**config.mk**
```make
export PLATFORM = sky130hd
export DESIGN_NAME = mbox_irq
export DESIGN_NICKNAME = d
export VERILOG_FILES = /design/src/rtl/mbox_irq.sv
export SDC_FILE = /design/constraint.sdc
export NUM_CORES = 1
export LEC_CHECK = 0
export ABC_CLOCK_PERIOD_IN_PS = 1100
export BUFFER_PORTS_ARGS = -buffer_cell sky130_fd_sc_hd__buf_4
export CAP_MARGIN = 5
export CORE_AREA = 2 2 39 41
export DETAILED_ROUTE_END_ITERATION = 10
export DIE_AREA = 0 0 41 43
export HOLD_SLACK_MARGIN = 0.1
export PLACE_DENSITY = 0.46
export SETUP_SLACK_MARGIN = 0.05
export SYNTH_ARGS = -nofsm -noshare
export SYNTH_HDL_FRONTEND = slang
export SYNTH_SLANG_ARGS = --single-unit
```
**constraint.sdc**
```tcl
create_clock -name clk -period 1.1 [get_ports clk]
set_clock_uncertainty 0.15 [all_clocks]
set_input_delay 0.22 -clock clk [delete_from_list [all_inputs] [get_ports clk]]
set_output_delay 0.22 -clock clk [all_outputs]
set_load 0.005 [all_outputs]
```
**src/rtl/mbox_irq.sv**
```systemverilog
module mbox_irq #(
  parameter int AW = 12
) (
  input  logic          clk,
  input  logic          rst_n,
  input  logic          a_ce_n,
  input  logic          a_we_n,
  input  logic          a_oe_n,
  input  logic [AW-1:0] a_addr,
  input  logic          b_ce_n,
  input  logic          b_we_n,
  input  logic          b_oe_n,
  input  logic [AW-1:0] b_addr,
  output logic          irq_a_n,
  output logic          irq_b_n
);

  localparam logic [AW-1:0] TOP   = '1;
  localparam logic [AW-1:0] BOX_A = TOP - AW'(1);
  localparam logic [AW-1:0] BOX_B = TOP;

  logic a_pend, b_pend;
  logic set_a, clr_a, set_b, clr_b;

  assign set_a = !b_ce_n && !b_we_n && (b_addr == BOX_A);
  assign clr_a = !a_ce_n && !a_oe_n && (a_addr == BOX_A);
  assign set_b = !a_ce_n && !a_we_n && (a_addr == BOX_B);
  assign clr_b = !b_ce_n && !b_oe_n && (b_addr == BOX_B);

  always_ff @(posedge clk or negedge rst_n) begin
    if (!rst_n) begin
      a_pend <= 1'b0;
      b_pend <= 1'b0;
    end else begin
      if (set_a)      a_pend <= 1'b1;
      else if (clr_a) a_pend <= 1'b0;
      if (set_b)      b_pend <= 1'b1;
      else if (clr_b) b_pend <= 1'b0;
    end
  end

  assign irq_a_n = !a_pend;
  assign irq_b_n = !b_pend;

  a_r2_set_a: assert property (@(posedge clk) disable iff (!rst_n)
    (!b_ce_n && !b_we_n && b_addr == BOX_A) |=> !irq_a_n);
  a_r3_set_b: assert property (@(posedge clk) disable iff (!rst_n)
    (!a_ce_n && !a_we_n && a_addr == BOX_B) |=> !irq_b_n);
  a_r4_clr_a: assert property (@(posedge clk) disable iff (!rst_n)
    (!a_ce_n && !a_oe_n && a_addr == BOX_A && (b_ce_n || b_we_n || b_addr != BOX_A)) |=> irq_a_n);
  a_r5_clr_b: assert property (@(posedge clk) disable iff (!rst_n)
    (!b_ce_n && !b_oe_n && b_addr == BOX_B && (a_ce_n || a_we_n || a_addr != BOX_B)) |=> irq_b_n);
  a_r6_hold_a: assert property (@(posedge clk) disable iff (!rst_n)
    ((a_ce_n || a_oe_n || a_addr != BOX_A) && (b_ce_n || b_we_n || b_addr != BOX_A)) |=> $stable(irq_a_n));
  a_r6_hold_b: assert property (@(posedge clk) disable iff (!rst_n)
    ((b_ce_n || b_oe_n || b_addr != BOX_B) && (a_ce_n || a_we_n || a_addr != BOX_B)) |=> $stable(irq_b_n));
  a_r8_no_self_set: assert property (@(posedge clk) disable iff (!rst_n)
    (irq_a_n && (b_ce_n || b_we_n || b_addr != BOX_A)) |=> irq_a_n);

endmodule

```
-- After elaboration in Yosys (flattened, before gate mapping)
Index checks and enable logic that the tools add are counted.
- register bits: 2
- bits in latches: 0
- memory bits (writable): 0
- ROM bits: 0
- input bits: 32
- memories: 0
- $add $sub $neg: 0
- multiply operators: 0
- divide/modulo/power cells: 0
- magnitude comparators: 0
- eq/ne operators: 4
- shifts and indexed selects: 0
- mux-type cells: 4
- bitwise operators: 0
- reduce and logical (&&, ||, !) cells: 18
- operators by type and width (kind ; count):
    equality test 12 bit (second input constant) ; 4
    logical AND 1 bit ; 8
    logical NOT 1 bit ; 8
    2-to-1 mux 1 bit ; 4
    nonzero test 2 bit ; 2

-- Longest topological paths before layout
- depth after elaboration: 5
- mapped depth: 3
- gate-level depth less buffers: 3

-- Worst setup path before layout
No wires, ideal clock.
- path kind: input port to flip-flop
- start: input b_ce_n
- end: register a_pend
- library setup time: 101 ps
- arrival: 936 ps
- path slack: -87 ps
- cell stages on the path: 3
- path buffers: 0
- cell sequence: nand4b_1 > or3_1 > o32ai_1
- longest elaborated chain between the ends: 4
- elaborated cells on any way between the ends: 5
- those cells by class: mux: 1; reduce/logical: 4
- ends and longest elaborated chain (element ; line ; text):
    start: declaration ; 10 ; input logic b_ce_n,
    logical NOT 1 bit * ; 25 ; assign set_a = !b_ce_n && !b_we_n && (b_addr == BOX_A);
    logical AND 1 bit * (2 in series) ; 25 ;
    2-to-1 mux 1 bit / nonzero test 2 bit (equally long branches) ; -- ;
    end signal: assignment ; 32 ; a_pend <= 1'b0;
    end signal: assignment ; 35 ; if (set_a) a_pend <= 1'b1;
    end signal: assignment ; 36 ; else if (clr_a) a_pend <= 1'b0;
    end: declaration ; 22 ; logic a_pend, b_pend;
Every way passes the cells marked *; elsewhere a longest branch is shown, timed or not.
A chain may end at the register's enable or synchronous reset.

-- Final worst setup path
- start: register b_pend
- end: output irq_b_n
- longest elaborated chain between the ends: 1
- ends and longest elaborated chain (element ; line ; text):
    start: declaration ; 22 ;
    start signal: assignment ; 33 ; b_pend <= 1'b0;
    start signal: assignment ; 37 ; if (set_b) b_pend <= 1'b1;
    start signal: assignment ; 38 ; else if (clr_b) b_pend <= 1'b0;
    logical NOT 1 bit ; 43 ; assign irq_b_n = !b_pend;
    end: declaration ; 15 ; output logic irq_b_n
Every way passes these cells.

==> flow_metrics.tcl <==
set metrics [dict create \
    worst_slack_ps 2.62 \
    tightestPinTransition_ps 245 \
    critPathBufInv 2 \
    drive_gt1_share_pct 82.5 \
    drt_iter0_drc 1 \
    drv_cap 0 \
    fmax_ghz 0.911 \
    initial_utilization_pct 11.5 \
    fin_util_pct 40.6 \
    cts_buffers 3 \
    critical_path_class "register to output port" \
    pwr-share-clk_pct 46.1 \
    hold_class "primary input to register" \
    drc 0 \
    dp_cells 71 \
    wire_per_inst_um 10.3 \
    avgSynthCellArea_sq_um 8.36 \
    antenna_cells 0 \
    rr_endpoint "a_pend" \
    ys_seq_elements 2 \
    die_y_um 43 \
    ctsHtreeMaxLevel 1 \
    core_sq_mm 0.00138 \
    fin_nets 97 \
    yosysWarnings 0 \
    swShare_pct 18.6 \
    first_pass_iters 2 \
    fin_crit_sh_pct 99.8 \
    setup.worst_path.end_class "output port" \
    p_per_area_mw_per_mm2 612 \
    ioPinCount 34 \
    p_leak_uw 0.000272 \
    critPathLaunchType "register" \
    ys_top_cells_by_area "dfrtp_1, nand4_1, nand4b_1, nand2b_1, nor4_1" \
    area_delta_synth_final_pct 254 \
    vias 351 \
    ff2ff_path_depth 4 \
    critical_path_arrival_ps 730 \
    pre_cts_slack_ps -241 \
    netSwitchingPower_uw 63.9 \
    power_frac_seq_pct 21.7 \
    crit_slowest_cell "dfrtp_1" \
    timing.final.crit_period_ps 1100 \
    die_x_um 41 \
    root_buffer "clkbuf_4" \
    synthDistinctLibCells 11 \
    routed_wl_um 816 \
    die_area_sq_mm 0.00176 \
    placed_area_sq_um 457 \
    intPower_uw 280 \
    design_area_sq_um 562 \
    viasPerCell 4.44 \
    synth_edf_count 0 \
    reg2reg_slack_ps 170 \
    syn-num-nets 51 \
    synth-seq-area-share_pct 31.5 \
    syn-cell-area_sq_um 159 \
    gp_congestion 0.592 \
    hold_start "b_we_n" \
    antenna_found_initial 0 \
    grt_usage_pct 11.2 \
    ctsHoldBuffers 1 \
    finalSetupViolations 0 \
    cts_tree "built" \
    postRouteAntennaNets 0 \
    final.setup.tns_ps 0 \
    fin_cells 79 \
    p_comb_share_pct 32.2 \
    dp_hpwl_um 721 \
    grt_max_degree 3 \
    holdPathStages 2 \
    min_to "a_pend" \
    n_fill_cell 142 \
    clk_pin_slew_ps 30 \
    synth_cells 19 \
    clock_sinks 2 \
    clockBufferDepth 2 \
    crit_fanout 2 \
    netlist.area_leader.share_pct 31.5 \
    rows 14 \
    max_slew_margin_pct 83.5 \
    drv_slew 0 \
    synthFlopType "dfrtp_1" \
    yosysTopAreaCell "dfrtp_1" \
    async_reset_ff_share_pct 100 \
    slowest_delay_ps 360 \
    yosys.cell_count.top_type "nand4_1" \
    crit_family "flip-flops" \
    crit_chain "inv_2 -> buf_6" \
    r2r-start "a_pend" \
    finalHoldViolCount 0 \
    required_ps 730 \
    status "finished, final reports clean" \
    ir_worst_vdd_uv 355 \
    grt_pass1_wl_mm 1.24 \
    insertion_delay_ps 220 \
    overflow 0 \
    port_buffers 33 \
    grt_pass1_vias 345 \
    rsz0062_at_grt "true" \
]
-- worst max-delay path by stage --
stage,cells after the start,endpoint,slack (ps),startpoint
after floorplan,3,a_pend,-70,b_ce_n
after global placement,4,a_pend,-230,b_ce_n
after detailed placement,4,a_pend,-240,b_ce_n
after CTS,2,irq_b_n,-7,b_pend
after global routing,2,irq_b_n,-40,b_pend
final,2,irq_b_n,3,b_pend
-- layer usage --
metal  up-vias  global-route usage [%]  wire length [um]
met4         0                    12.0                14
li1        166                       -                 -
met2        35                    15.6               371
met3         2                    5.76               172
met5         -                       0                 0
met1       148                    10.6               258
-- layout by cell type (no fill, tap or decap) --
master and instances:
nand4_1 4, buf_6 4, or2_2 1, o21ai_2 1, clkbuf_4 3, dlygate4sd3_1 1, nand2b_4 1, or4_4 1
nor4_2 2, or3_1 1, o32ai_2 1, nand4b_1 2, dfrtp_1 2, nand2b_1 1, inv_2 2, buf_4 36
-- state kept, by name, summed over array words and instances, names as in the netlist --
name    count
a_pend      1
b_pend      1
-- through the flow --
step                hold slack (ps)  power, uW
floorplan                      -226       87.3
global placement               -144        178
detailed placement             -143        179
CTS                            39.2        356
global route                   35.9        380
finish                         47.9        344
-- cell type report --
cell class | count | area [sq um] | share of cell area (%)
flip-flops and latches | 2 | 50.0 | 8.91
well taps | 16 | 20.0 | 3.56
clock buffers | 3 | 22.5 | 4.01
repair buffers | 41 | 325 | 57.9
multi-input cells | 15 | 136 | 24.3
inverters | 2 | 7.51 | 1.34
-- kinds of logic after synthesis --
family,Yosys count,share of synthesized area (%)
AND/OR/NAND/NOR,13,55.1
buffers and inverters,2,4.73
AO/OA/AOI/OAI,2,8.66
flip-flops,2,31.5
-- power groups by stage --
stage	clock network [uW]	registers (uW)	logic (uW)
6_report	158	74.6	111
5_1_grt	183	74.6	122
4_1_cts	170	74.6	112
3_5_place_dp	0	75.3	104
3_3_place_gp	0	75.3	102
2_1_floorplan	0	75.3	12.0
-- timing repair --
| item | CTS | global route |
|---|---|---|
| resized for setup | 10 | 1 |
| endpoints found under the setup margin | 4 | 4 |
| setup buffers | 4 | 1 |
| endpoints found under the hold margin | 3 | 1 |
| pin swaps | 2 | 2 |
Note: power is estimated with default switching activity, not from simulation.
